[src/rtl/ecc_agg_pkg.sv]
package ecc_agg_pkg;
  localparam int N_SEV       = 2;   // tracking paths
  localparam int SEV_UNCORR  = 0;
  localparam int SEV_CORR    = 1;
  localparam int W_SEV_BASE  = 4;   // word index of byte 0x10
  localparam int SEV_STRIDE  = 5;   // words between the two paths
  localparam int OFS_INJ     = 0;
  localparam int OFS_MASK    = 1;
  localparam int OFS_CNT     = 2;
  localparam int OFS_STAT    = 3;
  localparam int OFS_CLR     = 4;
  localparam int W_SPARE     = 14;  // word index of byte 0x38
  localparam int MIN_AW      = 6;
endpackage

[src/rtl/ecc_cfg_reg.sv]
module ecc_cfg_reg #(
  parameter int W = 32
) (
  input  logic         clk,
  input  logic         rst,
  input  logic         we,
  input  logic [W-1:0] d,
  output logic [W-1:0] q
);
  always_ff @(posedge clk) begin
    if (rst)     q <= '0;
    else if (we) q <= d;
  end
endmodule

[src/rtl/ecc_sev_tracker.sv]
module ecc_sev_tracker #(
  parameter int N_SRAM = 32,
  parameter int CNT_W  = 8
) (
  input  logic              clk,
  input  logic              rst,
  input  logic [N_SRAM-1:0] err,
  input  logic [N_SRAM-1:0] mask,
  input  logic              clr_we,
  input  logic [N_SRAM-1:0] clr_data,
  output logic [N_SRAM-1:0] status,
  output logic [CNT_W-1:0]  count
);
  localparam int POP_W = $clog2(N_SRAM + 1);
  localparam int SUM_W = (CNT_W > POP_W ? CNT_W : POP_W) + 1;
  localparam logic [SUM_W-1:0] CNT_MAX = SUM_W'((1 << CNT_W) - 1);

  logic [N_SRAM-1:0] hit;
  logic [N_SRAM-1:0] clr_bits;
  logic [POP_W-1:0]  pop;
  logic [SUM_W-1:0]  base, sum;
  logic [CNT_W-1:0]  count_next;

  assign hit      = err & ~mask;
  assign clr_bits = clr_we ? clr_data : '0;

  always_comb begin
    pop = '0;
    for (int i = 0; i < N_SRAM; i++) pop = pop + POP_W'(hit[i]);
  end

  always_comb begin
    base = (clr_we && (|clr_data)) ? '0 : SUM_W'(count);
    sum  = base + SUM_W'(pop);
    count_next = (sum > CNT_MAX) ? CNT_MAX[CNT_W-1:0] : sum[CNT_W-1:0];
  end

  always_ff @(posedge clk) begin
    if (rst) begin
      status <= '0;
      count  <= '0;
    end else begin
      status <= (status & ~clr_bits) | hit;
      count  <= count_next;
    end
  end
endmodule

[src/rtl/ecc_agg_regif.sv]
module ecc_agg_regif #(
  parameter int AW = 6,
  parameter int DW = 32,
  localparam int NWORDS = 1 << (AW - 2)
) (
  input  logic                       clk,
  input  logic                       rst,
  input  logic                       req_valid,
  output logic                       req_ready,
  input  logic                       req_write,
  input  logic [AW-1:0]              req_addr,
  input  logic [DW-1:0]              req_wdata,
  output logic                       rsp_valid,
  output logic [DW-1:0]              rsp_rdata,
  input  logic [NWORDS-1:0][DW-1:0]  rd_words,
  output logic [NWORDS-1:0]          wr_we,
  output logic [DW-1:0]              wr_data
);
  logic          accept;
  logic [AW-3:0] word;

  assign req_ready = !rst;
  assign accept    = req_valid && req_ready;
  assign word      = req_addr[AW-1:2];
  assign wr_data   = req_wdata;

  always_comb begin
    wr_we = '0;
    if (accept && req_write) wr_we[word] = 1'b1;
  end

  always_ff @(posedge clk) begin
    if (rst) begin
      rsp_valid <= 1'b0;
      rsp_rdata <= '0;
    end else begin
      rsp_valid <= accept && !req_write;
      if (accept && !req_write) rsp_rdata <= rd_words[word];
    end
  end
endmodule

[src/rtl/ecc_err_aggregator.sv]
module ecc_err_aggregator
  import ecc_agg_pkg::*;
#(
  parameter int N_SRAM = 32,
  parameter int DW     = 32,
  parameter int AW     = 6,
  parameter int CNT_W  = 8
) (
  input  logic              clk,
  input  logic              rst,
  input  logic              req_valid,
  output logic              req_ready,
  input  logic              req_write,
  input  logic [AW-1:0]     req_addr,
  input  logic [DW-1:0]     req_wdata,
  output logic              rsp_valid,
  output logic [DW-1:0]     rsp_rdata,
  input  logic [N_SRAM-1:0] err_corr,
  input  logic [N_SRAM-1:0] err_uncorr,
  output logic [N_SRAM-1:0] inj_corr,
  output logic [N_SRAM-1:0] inj_uncorr,
  output logic              irq_uncorr
);
  localparam int NWORDS = 1 << (AW - 2);

  initial begin
    if (AW < MIN_AW)    $error("AW too small for the register map");
    if (N_SRAM > DW)    $error("N_SRAM must not exceed DW");
    if (CNT_W > DW)     $error("CNT_W must not exceed DW");
  end

  logic [NWORDS-1:0][DW-1:0] rd_words;
  logic [NWORDS-1:0]         wr_we;
  logic [DW-1:0]             wr_data;
  logic [DW-1:0]             spare_q;

  logic [N_SRAM-1:0] sev_err    [N_SEV];
  logic [N_SRAM-1:0] sev_inj    [N_SEV];
  logic [N_SRAM-1:0] sev_mask   [N_SEV];
  logic [N_SRAM-1:0] sev_status [N_SEV];
  logic [CNT_W-1:0]  sev_count  [N_SEV];

  // aliases for the bound checker
  logic [N_SRAM-1:0] uc_status_w, uc_mask_w;
  logic [CNT_W-1:0]  uc_count_w;
  logic              uc_clr_we_w;

  ecc_agg_regif #(.AW(AW), .DW(DW)) u_regif (
    .clk       (clk),
    .rst       (rst),
    .req_valid (req_valid),
    .req_ready (req_ready),
    .req_write (req_write),
    .req_addr  (req_addr),
    .req_wdata (req_wdata),
    .rsp_valid (rsp_valid),
    .rsp_rdata (rsp_rdata),
    .rd_words  (rd_words),
    .wr_we     (wr_we),
    .wr_data   (wr_data)
  );

  assign sev_err[SEV_UNCORR] = err_uncorr;
  assign sev_err[SEV_CORR]   = err_corr;

  for (genvar s = 0; s < N_SEV; s++) begin : g_sev
    localparam int BASE = W_SEV_BASE + s * SEV_STRIDE;

    ecc_cfg_reg #(.W(N_SRAM)) u_inj (
      .clk (clk), .rst (rst),
      .we  (wr_we[BASE + OFS_INJ]),
      .d   (wr_data[N_SRAM-1:0]),
      .q   (sev_inj[s])
    );

    ecc_cfg_reg #(.W(N_SRAM)) u_mask (
      .clk (clk), .rst (rst),
      .we  (wr_we[BASE + OFS_MASK]),
      .d   (wr_data[N_SRAM-1:0]),
      .q   (sev_mask[s])
    );

    ecc_sev_tracker #(.N_SRAM(N_SRAM), .CNT_W(CNT_W)) u_trk (
      .clk      (clk),
      .rst      (rst),
      .err      (sev_err[s]),
      .mask     (sev_mask[s]),
      .clr_we   (wr_we[BASE + OFS_CLR]),
      .clr_data (wr_data[N_SRAM-1:0]),
      .status   (sev_status[s]),
      .count    (sev_count[s])
    );
  end

  ecc_cfg_reg #(.W(DW)) u_spare (
    .clk (clk), .rst (rst),
    .we  (wr_we[W_SPARE]),
    .d   (wr_data),
    .q   (spare_q)
  );

  always_comb begin
    rd_words = '0;
    for (int s = 0; s < N_SEV; s++) begin
      rd_words[W_SEV_BASE + s*SEV_STRIDE + OFS_INJ ][N_SRAM-1:0] = sev_inj[s];
      rd_words[W_SEV_BASE + s*SEV_STRIDE + OFS_MASK][N_SRAM-1:0] = sev_mask[s];
      rd_words[W_SEV_BASE + s*SEV_STRIDE + OFS_CNT ][CNT_W-1:0]  = sev_count[s];
      rd_words[W_SEV_BASE + s*SEV_STRIDE + OFS_STAT][N_SRAM-1:0] = sev_status[s];
    end
    rd_words[W_SPARE] = spare_q;
  end

  assign inj_uncorr = sev_inj[SEV_UNCORR];
  assign inj_corr   = sev_inj[SEV_CORR];
  assign irq_uncorr = |(sev_status[SEV_UNCORR] & ~sev_mask[SEV_UNCORR]);

  assign uc_status_w = sev_status[SEV_UNCORR];
  assign uc_mask_w   = sev_mask[SEV_UNCORR];
  assign uc_count_w  = sev_count[SEV_UNCORR];
  assign uc_clr_we_w = wr_we[W_SEV_BASE + SEV_UNCORR*SEV_STRIDE + OFS_CLR];
endmodule

[config.mk]
export PLATFORM = sky130hd
export DESIGN_NAME = ecc_err_aggregator
export DESIGN_NICKNAME = d
export VERILOG_FILES = /design/src/rtl/ecc_agg_pkg.sv /design/src/rtl/ecc_cfg_reg.sv /design/src/rtl/ecc_sev_tracker.sv /design/src/rtl/ecc_agg_regif.sv /design/src/rtl/ecc_err_aggregator.sv
export SDC_FILE = /design/constraint.sdc
export NUM_CORES = 1
export LEC_CHECK = 0
export ABC_AREA = 1
export CAP_MARGIN = 15
export CORE_MARGIN = 4
export CORE_UTILIZATION = 55
export CTS_CLUSTER_DIAMETER = 30
export CTS_CLUSTER_SIZE = 40
export DETAILED_ROUTE_END_ITERATION = 10
export DONT_BUFFER_PORTS = 1
export GPL_TIMING_DRIVEN = 0
export PLACE_DENSITY = 0.7
export SETUP_SLACK_MARGIN = 0.1
export SLEW_MARGIN = 20
export SYNTH_ARGS = -nofsm -noshare
export SYNTH_HDL_FRONTEND = slang
export SYNTH_HIERARCHICAL = 1
export SYNTH_SLANG_ARGS = --single-unit
[constraint.sdc]
create_clock -name clk -period 11.4 [get_ports clk]
set_clock_uncertainty 0.15 [all_clocks]
set_input_delay 1.71 -clock clk [delete_from_list [all_inputs] [get_ports clk]]
set_output_delay 1.71 -clock clk [all_outputs]
set_load 0.02 [all_outputs]
### After elaboration in Yosys (flattened, before gate mapping)

Cells that the tools add are included.

| storage, ports and cells | value |
|---|---|
| bits in registers | 273 |
| output and inout port bits | 99 |
| logic and storage cells | 111 |

| operators by class | value |
|---|---|
| add/sub/neg operators | 64 |
| magnitude comparators | 4 |
| muxes and demuxes | 11 |
| bitwise gates (word level) | 11 |
| reductions and logical operators | 10 |

Operators by type and width:

| cell | number |
|---|---|
| 6-bit by 1-bit adder with 6-bit output | 60 |
| 32-bit AND | 5 |
| 32-bit binary-select mux with 4-bit select | 1 |
| 32-bit inverter | 4 |
| 32-bit two-way mux | 3 |
| 32-bit bitwise OR | 2 |
| 32-bit OR reduction | 2 |
| 8-bit two-way mux | 4 |
| 9-bit by 6-bit adder with 9-bit output | 2 |
| 9-bit by 8-bit > comparator with 1-bit output (second input constant) | 2 |
| 15-bit two-way mux | 1 |
| 1-bit logical AND | 6 |
| 4-bit by 5-bit less-than comparator with 1-bit output (second input constant) | 1 |
| 1-bit by 1-bit adder with 2-bit output | 2 |
| 1-bit demux with 4-bit select | 1 |
| 4-bit by 1-bit >= comparator with 1-bit output (second input constant) | 1 |
| 1-bit logical NOT | 2 |
| 1-bit two-way mux | 1 |

### Longest topological paths before layout

Gate-level depths: netlist of run 1.

| logic depth | value |
|---|---|
| depth in word-level cells | 36 |
| depth in mapped cells | 33 |
| depth with buffers taken out | 33 |

### By module

Netlist of run 1, hierarchy kept.

Modules (own cells, without submodules):

| module | instances | cells an instance | area an instance (µm²) | seq. area each (µm²) |
|---|---|---|---|---|
| ecc_agg_regif | 1 | 1591 | 7130.6 | 660.6 |
| ecc_cfg_reg | 5 | 203 | 1338.8 | 640.6 |
| ecc_sev_tracker at g_sev[0].u_trk | 1 | 370 | 2827.7 | 800.8 |
| ecc_sev_tracker at g_sev[1].u_trk | 1 | 373 | 2803.9 | 800.8 |
| ecc_err_aggregator | 1 | 93 | 352.8 | 0.0 |

### Worst setup path after synthesis of run 1

No wires, ideal clock.

| timing | value |
|---|---|
| path type | input-to-reg |
| from | input err_uncorr[0] |
| to | register g_sev[0].u_trk.count[7] |
| library setup time | 0.109 ns |
| data arrival time | 8.172 ns |
| data required time | 11.141 ns |
| path slack | 2.968 ns |
| stages | 31 |
| path buffers | 0 |
| path through | inv_1 > nor2_1 > fa_1 > inv_1 > fa_1 > inv_1 > fa_1 > inv_1 > fa_1 > fa_1 > fa_1 > fa_1 > fa_1 > inv_1 > ha_1 > fa_1 > a21oi_1 > o21ai_0 > xor2_1 > ha_1 > nand2_1 > nor2_1 > nand2_1 > nand3_1 > nand2_1 > nand2_1 > nand3_1 > nand2_1 > nand3_2 > nand2_1 > inv_1 |

| on the way | value |
|---|---|
| word-level cells in the longest chain between the ends | 35 |

Ends and longest elaborated chain:

| what | line | RTL |
|---|---|---|
| start, declared | ecc_err_aggregator.sv:19 | `input logic [N_SRAM-1:0] err_uncorr,` |
| 32-bit AND (*) | ecc_sev_tracker.sv:24 | `assign hit = err & ~mask;` |
| 1-bit by 1-bit adder with 2-bit output (*) | ecc_sev_tracker.sv:29 | `for (int i = 0; i < N_SRAM; i++) pop = pop + POP_W'(hit[i]);` |
| 6-bit by 1-bit adder with 6-bit output (*) (30 in series) | ecc_sev_tracker.sv:29 |  |
| 9-bit by 6-bit adder with 9-bit output (*) | ecc_sev_tracker.sv:34 | `sum = base + SUM_W'(pop);` |
| 9-bit by 8-bit > comparator with 1-bit output | ecc_sev_tracker.sv:35 | `count_next = (sum > CNT_MAX) ? CNT_MAX[CNT_W-1:0] : sum[CNT_W-1:0];` |
| 8-bit two-way mux (*) | ecc_sev_tracker.sv:35 |  |
| end signal, assigned | ecc_sev_tracker.sv:44 | `count <= count_next;` |
| end, declared | ecc_sev_tracker.sv:12 | `output logic [CNT_W-1:0] count` |

Mark *: on every way between the ends. The rest lies on a longest branch, timed or not.
A chain may end at the register's enable or synchronous reset.

### Final worst setup path of run 1

Ends and elaborated chain as after synthesis.

==> metrics.log, run 1 <==
INFO  metric clk_path_buf_depth = 3
INFO  metric worstMarginPinSlew = 0.789 ns
INFO  metric leakagePower = 0.0131 µW
INFO  metric place_area = 21,400 µm²
INFO  metric cts_setup_buffers = 0
INFO  metric ys_warn_count = 6
INFO  metric num-nets-final = 3,973
INFO  metric clockRootBuffer = sky130_fd_sc_hd__clkbuf_16
INFO  metric timing.max_cap.violations = 0
INFO  metric outcome = finished, final reports clean
INFO  metric routabilityCongestion = roughly 1
INFO  metric clock_transition_at_the_registers_of_the_reported_paths = 0.04 ns
INFO  metric timing.critical_path.slowest_stage_cell = sky130_fd_sc_hd__fa_1
INFO  metric cts_tree = yes
INFO  metric mostFrequentLayoutCells = sky130_fd_sc_hd__nand2_1 (1,646), sky130_fd_sc_hd__nor2_1 (476), sky130_fd_sc_hd__inv_1 (382)
INFO  metric cts_hold_buffers = 0
INFO  metric place.detailed.hpwl = 58,600 µm
INFO  metric clk_latency = 0.60 ns
INFO  metric endpoint_kind = register
INFO  metric rows = 69
INFO  metric slowest_delay = 0.55 ns
INFO  metric drt_first_pass_iters = 6
INFO  metric ioPinCount = 205
INFO  metric setup.worst_path.class = primary input to register
INFO  metric mostFrequentLayoutCell = sky130_fd_sc_hd__nand2_1
INFO  metric vdd.ir_drop.worst = roughly 0.72 mV
INFO  metric finalWorstPathRequiredPeriod = 8.50 ns
INFO  metric cp-start-kind = primary input
INFO  metric finalHoldViolCount = 0
INFO  metric design.core.area = between 30,000 and 40,000 µm²
INFO  metric grt_setup_unrepaired = no
INFO  metric design.die.area = 39,000 µm²
INFO  metric antenna_found_initial = 0
INFO  metric required = 11.74 ns
INFO  metric synthToLayoutAreaGrowth = 21.2%
INFO  metric diodes = 0
INFO  metric max-slew-margin-rel = 47.4%
INFO  metric die_w = between 150 and 200 µm
INFO  metric route.vias.total = 21,600
INFO  metric dr.first_iter.drc_count = about 2,000
INFO  metric stdcell_area = 23,900 µm²
INFO  metric average_cell_area_after_synthesis = 5.76 µm²
INFO  metric post_cts.resized_instances = 0
INFO  metric grt_max_degree = 11
INFO  metric period_share = 74.5%
INFO  metric worstHoldPathType = register to register
INFO  metric h-tree-depth = 3
INFO  metric chipHeight = 198 µm
INFO  metric first_global_vias = 20,300
INFO  metric cts_buffers = 75
INFO  metric p_per_area = 230 nW/µm²
INFO  metric synth_cells = 3,431
INFO  metric post_synth_instance_area = 19,800 µm²
INFO  metric arrival = 8.83 ns
INFO  metric timing.fmax = 0.118 GHz
INFO  metric detail_route.vias_per_cell = 5.03
INFO  metric global_route_wire_length_before_repair = 113,000 µm
INFO  metric placement.io_buffers = 0
INFO  metric setup_viol_count_final = 0
INFO  metric routedWlPerCell = 17.3 µm
INFO  metric fill_cells = 3,343
INFO  metric floorplan.initialDensity = between 50% and 60%
INFO  metric gr-total-overflow = 0
INFO  metric timing.critical_path.fanout_max = 4
INFO  metric detail_route.wirelength = 74,400 µm
INFO  metric antenna_violating_nets_remaining = 0
INFO  metric drcViolationCount = 0
INFO  metric cell_type_with_the_highest_occurrence_count_on_the_critical_path = sky130_fd_sc_hd__fa_1
INFO  metric final.setup.tns = 0 ns
INFO  metric track_usage = 37.6%
INFO  metric final_layout_size_suffix_gt1_share = 7.87%
INFO  metric final-max-slew-violation-count = 0
INFO  metric cts.sinks = 273
[layer usage]
metal | routed length, µm | part of all wire, % | vias up | track usage, %
met1 | 30200 | 41 | 9831 | 49.5
met3 | 8150 | 11 | 185 | 9.40
met5 | 0 | 0 | - | 0
met2 | 32700 | 44 | 951 | 58.2
li1 | - | - | 10700 | -
met4 | 3370 | 4.5 | 0 | 17.5
[metrics by stage]
stage               util, %  std cells  power, µW  hold slack [ns]  setup WS, ns
global placement       60.2       4163       3190            0.303          2.44
floorplan                 -       3702       2800            0.289          2.97
CTS                    67.5       4298       5460            0.308          2.95
finish                 67.5       4298       5500            0.309          2.90
global route           67.5       4298       5880            0.326          2.51
detailed placement     60.2       4163       3310            0.301          2.38
[flip-flops by register name, summed over array words and instances, names as in the netlist]
register and flops:
g_sev.u_inj/q 64, g_sev.u_mask/q 64, g_sev.u_trk/count 16, g_sev.u_trk/status 64, u_regif/rsp_rdata 32, u_regif/rsp_valid 1
u_spare/q 32
[cell type report]
class / instances / area, µm² / area share (%)
multi-input combinational: 2835 / 12500 / 52.1
sequential: 273 / 5470 / 22.8
clock buffer: 100 / 2180 / 9.12
inverter: 385 / 1450 / 6.06
buffer: 209 / 1390 / 5.81
tap: 461 / 577 / 2.41
clock inverter: 35 / 403 / 1.68
[final timing paths]
| kind | from | end | slack, ns | cells after the start |
|---|---|---|---|---|
| worst max-delay path | err_uncorr[0] | g_sev[0].u_trk/count[7] | 2.90 | 31 |
| worst min register to register | g_sev[1].u_trk/status[15] | g_sev[1].u_trk/status[15] | 0.31 | 2 |
| worst min-delay path | g_sev[1].u_trk/status[15] | g_sev[1].u_trk/status[15] | 0.31 | 2 |
| worst max register to register | g_sev[0].u_mask/q[0] | g_sev[0].u_trk/count[7] | 3.63 | 30 |
[report_power, final]
group	total, µW	internal [µW]	switching, µW	leakage [µW]
clock network	2120	1490	635	0.00127
registers	1080	1020	53.9	0.00223
logic	2300	905	1390	0.00963
[worst max-delay path, delay by kind of cell]
kind / cells / cell delay, ns
xor gates and xnor gates: 1 / 0.17
buffers and inverters: 6 / 0.33
AOI/OAI and AO/OA: 2 / 0.25
adders and majority gates: 11 / 5.42
and+or+nand+nor: 11 / 0.95
(Power assumes the default switching activity.)
==> inputs of run 2 (changes only) <==
- PLACE_DENSITY: 0.7 -> 0.73
- clock period: 11.4 -> 7.1 ns (I/O delays scaled with it)
==> metrics.log, run 2 (synthesized netlist as in run 1, its figures left out) <==
INFO  metric outcome = finished with violations
INFO  metric failed_checks = setup timing
INFO  metric grt_max_degree = 12 (+1)
INFO  metric die_w = 198 µm (unchanged)
INFO  metric cp-start-kind = primary input
INFO  metric max-slew-margin-rel = 49.2% (+1.8 points)
INFO  metric routedWlPerCell = 17.3 µm (+0.10%)
INFO  metric ioPinCount = 205 (unchanged)
INFO  metric timing.fmax = 0.138 GHz
INFO  metric setup.worst_path.class = primary input to register
INFO  metric highest-signal-layer = met4
INFO  metric final.setup.tns = -1.49 ns (-1.49 ns)
INFO  metric final_layout_size_suffix_gt1_share = 8.57% (+0.70 points)
INFO  metric final.setup.worst_slack = -0.147 ns (-3.05 ns)
INFO  metric met1_length = 30,400 µm (+0.62%)
INFO  metric leakagePower = 0.0131 µW (-0.45%)
INFO  metric fill_cells = 3,294 (-1.5%)
INFO  metric track_usage = 37.5% (-0.058 points)
INFO  metric drcViolationCount = 0 (unchanged)
INFO  metric h-tree-depth = 3 (unchanged)
INFO  metric vdd.ir_drop.worst = 1.39 mV (+94%)
INFO  metric detail_route.wirelength = 74,500 µm (+0.13%)
INFO  metric min_path_cells = 2 (unchanged)
INFO  metric setup_viol_count_final = 16 (+16)
INFO  metric timing.critical_path.fanout_max = 6 (+2)
INFO  metric cts_buffers = 72 (-4.0%)
INFO  metric met3RoutedLength = 7850 µm (-3.7%)
INFO  metric final-max-slew-violation-count = 0 (unchanged)
INFO  metric cts.sinks = 273 (unchanged)
INFO  metric synthToLayoutAreaGrowth = 21.2% (about the same)
INFO  metric holdWs = 0.314 ns (+0.00565 ns)
INFO  metric drt_first_pass_iters = 6 (unchanged)
INFO  metric detail_route.vias_per_cell = 5.03 (about the same)
INFO  metric placement.io_buffers = 0 (unchanged)
INFO  metric dr.first_iter.drc_count = 1,939 (-3.0%)
INFO  metric floorplan.initialDensity = 55.7% (unchanged)
INFO  metric endpoint_kind = register
INFO  metric post-place-cells = 4,163 (unchanged)
INFO  metric p_per_area = 380 nW/µm² (+65%)
INFO  metric grt_setup_unrepaired = yes
INFO  metric design.die.area = 39,000 µm² (unchanged)
INFO  metric final_cells = 4,299 (+0.023%)
INFO  metric mostFrequentLayoutCells = sky130_fd_sc_hd__nand2_1 (1,644), sky130_fd_sc_hd__nor2_1 (470), sky130_fd_sc_hd__inv_1 (373)
INFO  metric dr_wl_met2 = 33,100 µm (+1.4%)
INFO  metric clockRootBuffer = sky130_fd_sc_hd__clkbuf_16
INFO  metric chipHeight = 198 µm (unchanged)
INFO  metric antenna_violating_nets_remaining = 0 (unchanged)
INFO  metric cells_on_worst_reg2reg_path = 30 (unchanged)
INFO  metric rows = 69 (unchanged)
INFO  metric design.core.area = 35,500 µm² (unchanged)
INFO  metric antenna_found_initial = 0 (unchanged)
INFO  metric cts_tree = yes
INFO  metric mostFrequentLayoutCell = sky130_fd_sc_hd__nand2_1
INFO  metric timing.max_cap.violations = 0 (unchanged)
INFO  metric place.detailed.hpwl = 58,600 µm (about the same)
INFO  metric num-nets-final = 3,981 (+0.20%)
INFO  metric finalWorstPathRequiredPeriod = approximately 7.2 ns
INFO  metric arrival = 7.61 ns (-1.22 ns)
INFO  metric first_global_vias = 20,500 (+1.1%)
INFO  metric gr-total-overflow = 0 (unchanged)
INFO  metric finalHoldViolCount = 0 (unchanged)
INFO  metric diodes = 0 (unchanged)
INFO  metric largest_registers = g_sev.u_inj/q: 64 flops, g_sev.u_mask/q: 64 flops, g_sev.u_trk/status: 64 flops
INFO  metric period_share = 102%
INFO  metric worstMarginPinSlew = 0.762 ns (-0.0277 ns)
INFO  metric routabilityCongestion = 0.979 (+0.58%)
INFO  metric worstHoldPathType = register to register
INFO  metric route.vias.total = 21,600 (-0.065%)
INFO  metric power = 9100 µW (+66%)
INFO  metric clk_path_buf_depth = 3 (unchanged)
INFO  metric clk_latency = 0.61 ns (about the same)
INFO  metric global_route_wire_length_before_repair = 113,000 µm (+0.21%)
INFO  metric required = 7.47 ns (-4.27 ns)
INFO  metric clock_transition_at_the_registers_of_the_reported_paths = 0.04 ns (about the same)
run 2: timing repair:
| item | 4_1_cts | 5_1_grt |
|---|---|---|
| pin swaps | 15 | 13 |
| resized for setup | 16 | 8 |
| hold buffers | 0 | 0 |
| endpoints found under the setup margin | 16 | 16 |
| setup buffers | 8 | 3 |
run 2: through the flow:
step | instance area, µm² | utilization (%) | setup WS [ns]
floorplan | 20900 | - | -0.129
global placement | 21400 | 60.4 | -0.677
detailed placement | 21400 | 60.4 | -0.736
CTS | 23900 | 67.4 | -0.0451
global route | 24000 | 67.5 | -0.351
finish | 24000 | 67.5 | -0.147
run 2: path summary, 6_finish.rpt:
kind                                                 end                startpoint  slack, ns
worst min-delay path            g_sev[1].u_trk/status[2]  g_sev[1].u_trk/status[2]       0.31
worst max-delay path             g_sev[1].u_trk/count[4]               err_corr[3]      -0.15
worst max register to register   g_sev[0].u_trk/count[7]      g_sev[0].u_mask/q[1]      -0.10
worst min register to register  g_sev[1].u_trk/status[2]  g_sev[1].u_trk/status[2]       0.31
run 2: worst max-delay path, stage by stage:
cell and delay, ns:
sky130_fd_sc_hd__clkinv_16 0.02, sky130_fd_sc_hd__nor2_4 0.03, sky130_fd_sc_hd__fa_1 0.53, sky130_fd_sc_hd__inv_1 0.05
sky130_fd_sc_hd__fa_1 0.50, sky130_fd_sc_hd__inv_2 0.07, sky130_fd_sc_hd__fa_1 0.48, sky130_fd_sc_hd__inv_1 0.05
sky130_fd_sc_hd__fa_2 0.57, sky130_fd_sc_hd__fa_1 0.45, sky130_fd_sc_hd__fa_1 0.54, sky130_fd_sc_hd__fa_1 0.45
sky130_fd_sc_hd__fa_1 0.50, sky130_fd_sc_hd__inv_1 0.05, sky130_fd_sc_hd__ha_2 0.19, sky130_fd_sc_hd__fa_2 0.35
sky130_fd_sc_hd__a21oi_2 0.14, sky130_fd_sc_hd__o21ai_1 0.09, sky130_fd_sc_hd__xor2_1 0.19, sky130_fd_sc_hd__ha_1 0.37
sky130_fd_sc_hd__nand2_2 0.09, sky130_fd_sc_hd__inv_2 0.05, sky130_fd_sc_hd__nand4_1 0.10, sky130_fd_sc_hd__o211ai_1 0.18
sky130_fd_sc_hd__nand4_2 0.28, sky130_fd_sc_hd__a21oi_1 0.21
run 2: final cells by class:
class                   instances  area (µm²)  share of cell area (%)
well taps                     461         577                    2.41
flip-flops and latches        273        5470                    22.8
clock buffers                  93        1950                    8.14
multi-input cells            2835       12600                    52.5
clock inverters                32         432                    1.80
repair buffers                 11        82.6                   0.345
plain buffers                 209        1390                    5.81
inverters                     385        1490                    6.23
run 2: power by group:
group	switching [µW]	internal [µW]
logic	2420	1750
registers	90.1	1640
clock network	1040	2160
total	3550	5550
run 2: per-layer routing:
| layer | vias to the layer above | track usage (%) |
|---|---|---|
| met3 | 185 | 9.53 |
| met1 | 9752 | 49.0 |
| met5 | - | 0 |
| li1 | 10700 | - |
| met2 | 1006 | 59.6 |
| met4 | 0 | 15.2 |
==> inputs of run 3 (changes only) <==
- CORE_UTILIZATION: 55 -> 59
- PLACE_DENSITY: 0.73 -> 0.78
- RECOVER_POWER: not set -> 50
==> metrics.log, run 3 (synthesized netlist as in run 1, its figures left out) <==
INFO  metric diodes = 0 (unchanged)
INFO  metric routedWlPerCell = 17.5 µm (+0.87%)
INFO  metric mostFrequentLayoutCells = sky130_fd_sc_hd__nand2_1 (1,641), sky130_fd_sc_hd__nor2_1 (470), sky130_fd_sc_hd__inv_1 (372)
INFO  metric setup_viol_count_final = 16 (unchanged)
INFO  metric antenna_found_initial = 2 (+2)
INFO  metric route.vias.total = 22,200 (+2.7%)
INFO  metric finalWorstPathRequiredPeriod = 7.32 ns (+0.0719 ns)
INFO  metric cts.sinks = 273 (unchanged)
INFO  metric place_area = 21,400 µm² (-0.11%)
INFO  metric clk_latency = 0.58 ns (-0.03 ns)
INFO  metric outcome = finished with violations
INFO  metric cp-start-kind = primary input
INFO  metric track_usage = 40.5% (+2.9 points)
INFO  metric drcViolationCount = 0 (unchanged)
INFO  metric final-max-slew-violation-count = 0 (unchanged)
INFO  metric dr.first_iter.drc_count = 2,304 (+19%)
INFO  metric final.setup.tns = -2.93 ns (-1.44 ns)
INFO  metric global_route_wire_length_before_repair = 114,000 µm (+0.72%)
INFO  metric detail_route.wirelength = 74,900 µm (+0.50%)
INFO  metric finalHoldViolCount = 0 (unchanged)
INFO  metric timing.critical_path.fanout_max = 7 (+1)
INFO  metric power = 9500 µW (+4.4%)
INFO  metric first_global_vias = 21,000 (+2.3%)
INFO  metric cell_type_with_the_highest_occurrence_count_on_the_critical_path = sky130_fd_sc_hd__fa_1
INFO  metric placement.io_buffers = 0 (unchanged)
INFO  metric slowest_delay = 0.59 ns (+0.02 ns)
INFO  metric grt_setup_unrepaired = yes
INFO  metric antenna_violating_nets_remaining = 0 (unchanged)
INFO  metric cts_hold_buffers = 0 (unchanged)
INFO  metric vdd.ir_drop.worst = 1.73 mV (+24%)
INFO  metric design.core.area = 32,800 µm² (-7.6%)
INFO  metric clk_path_buf_depth = 3 (unchanged)
INFO  metric timing.fmax = 0.137 GHz (-0.98%)
INFO  metric required = 7.47 ns (about the same)
INFO  metric mostFrequentLayoutCell = sky130_fd_sc_hd__nand2_1
INFO  metric clock_transition_at_the_registers_of_the_reported_paths = 0.05 ns (about the same)
INFO  metric setup.worst_path.class = primary input to register
INFO  metric gr-total-overflow = 0 (unchanged)
INFO  metric rows = 66 (-4.3%)
INFO  metric num-nets-final = 3,981 (unchanged)
INFO  metric final.setup.worst_slack = -0.219 ns (-0.0719 ns)
INFO  metric arrival = 7.69 ns (+0.08 ns)
INFO  metric leakagePower = 0.0130 µW (-0.66%)
INFO  metric die_w = 191 µm (-3.3%)
INFO  metric ioPinCount = 205 (unchanged)
INFO  metric chipHeight = 191 µm (-3.3%)
INFO  metric timing.max_cap.violations = 0 (unchanged)
INFO  metric worstHoldPathType = register to register
INFO  metric fill_cells = 2,879 (-13%)
INFO  metric h-tree-depth = 3 (unchanged)
INFO  metric synthToLayoutAreaGrowth = 21.0%
INFO  metric detail_route.vias_per_cell = 5.18 (+3.1%)
INFO  metric failed_checks = setup timing
INFO  metric worst_setup_slack_before_clock_tree_synthesis = -0.836 ns (-0.0995 ns)
INFO  metric max-slew-margin-rel = 46.5% (-2.7 points)
INFO  metric place.detailed.hpwl = 57,700 µm (-1.6%)
INFO  metric cts_tree = yes
INFO  metric floorplan.initialDensity = 60.3% (+4.6 points)
INFO  metric routabilityCongestion = 1.01 (+3.1%)
INFO  metric final_layout_size_suffix_gt1_share = 8.64% (+0.071 points)
INFO  metric period_share = 103% (+1.0 points)
INFO  metric worstMarginPinSlew = 0.802 ns (+0.0401 ns)
INFO  metric cts_buffers = 68 (-5.6%)
INFO  metric p_per_area = 397 nW/µm² (+4.5%)
INFO  metric grt_max_degree = 11 (-1)
INFO  metric stdcell_area = 23,900 µm² (-0.17%)
INFO  metric final_core_utilization = 73.0% (+5.4 points)
INFO  metric largest_registers = g_sev.u_inj/q: 64 flops, g_sev.u_mask/q: 64 flops, g_sev.u_trk/status: 64 flops
INFO  metric drt_first_pass_iters = 6 (unchanged)
INFO  metric timing.critical_path.slowest_stage_cell = sky130_fd_sc_hd__fa_2
INFO  metric endpoint_kind = register
INFO  metric design.die.area = 36,500 µm² (-6.5%)
INFO  metric clockRootBuffer = sky130_fd_sc_hd__clkbuf_16
run 3: worst max-delay path: cells and delay by family:
kind,cells,cell delay (ns)
AO/OA/AOI/OAI,3,0.34
XOR/XNOR,1,0.16
adder cells (fa/ha/maj),11,5.12
buffers and inverters,8,0.48
AND/OR/NAND/NOR,6,0.53
run 3: through the flow:
stage,std cells,hold WS (ns)
floorplan,3702,0.289
global placement,4144,0.304
detailed placement,4144,0.311
CTS,4281,0.318
global route,4283,0.338
finish,4283,0.317
run 3: worst paths after layout:
kind	start	end	slack, ns	cells past startpoint
setup / recovery	err_uncorr[3]	g_sev[0].u_trk/count[7]	-0.22	29
hold reg to reg	g_sev[1].u_trk/status[10]	g_sev[1].u_trk/status[10]	0.32	2
setup reg to reg	g_sev[0].u_mask/q[3]	g_sev[0].u_trk/count[7]	-0.17	28
hold / removal	g_sev[1].u_trk/status[10]	g_sev[1].u_trk/status[10]	0.32	2
run 3: repair_timing:
| action | 4_1_cts | 5_1_grt |
|---|---|---|
| pin swaps | 27 | 24 |
| setup endpoints to repair | 16 | 16 |
| setup buffers | 13 | 2 |
| gates resized for setup | 27 | 22 |
run 3: area by class of cell:
class | count | area, µm² | share of cell area [%]
multi-input combinational | 2835 | 12700 | 52.9
buffer | 209 | 1250 | 5.24
inverter | 385 | 1500 | 6.29
clock buffer | 87 | 1890 | 7.92
timing repair buffer | 15 | 120 | 0.502
clock inverter | 37 | 473 | 1.98
tap | 442 | 553 | 2.31
sequential | 273 | 5470 | 22.8
run 3: report_power, final:
part | internal [µW] | leakage, µW | total [µW] | switching, µW
clock network | 2210 | 0.00115 | 3190 | 988
registers | 1640 | 0.00223 | 1730 | 88.3
logic | 1920 | 0.00961 | 4580 | 2660
run 3: routing by layer:
layer	up-vias	GRT usage, %	part of all wire (%)
met5	-	0	0.036
met4	4	18.5	5.2
met3	262	10.8	12
met2	1186	64.3	44
met1	10100	51.5	39
li1	10700	-	-
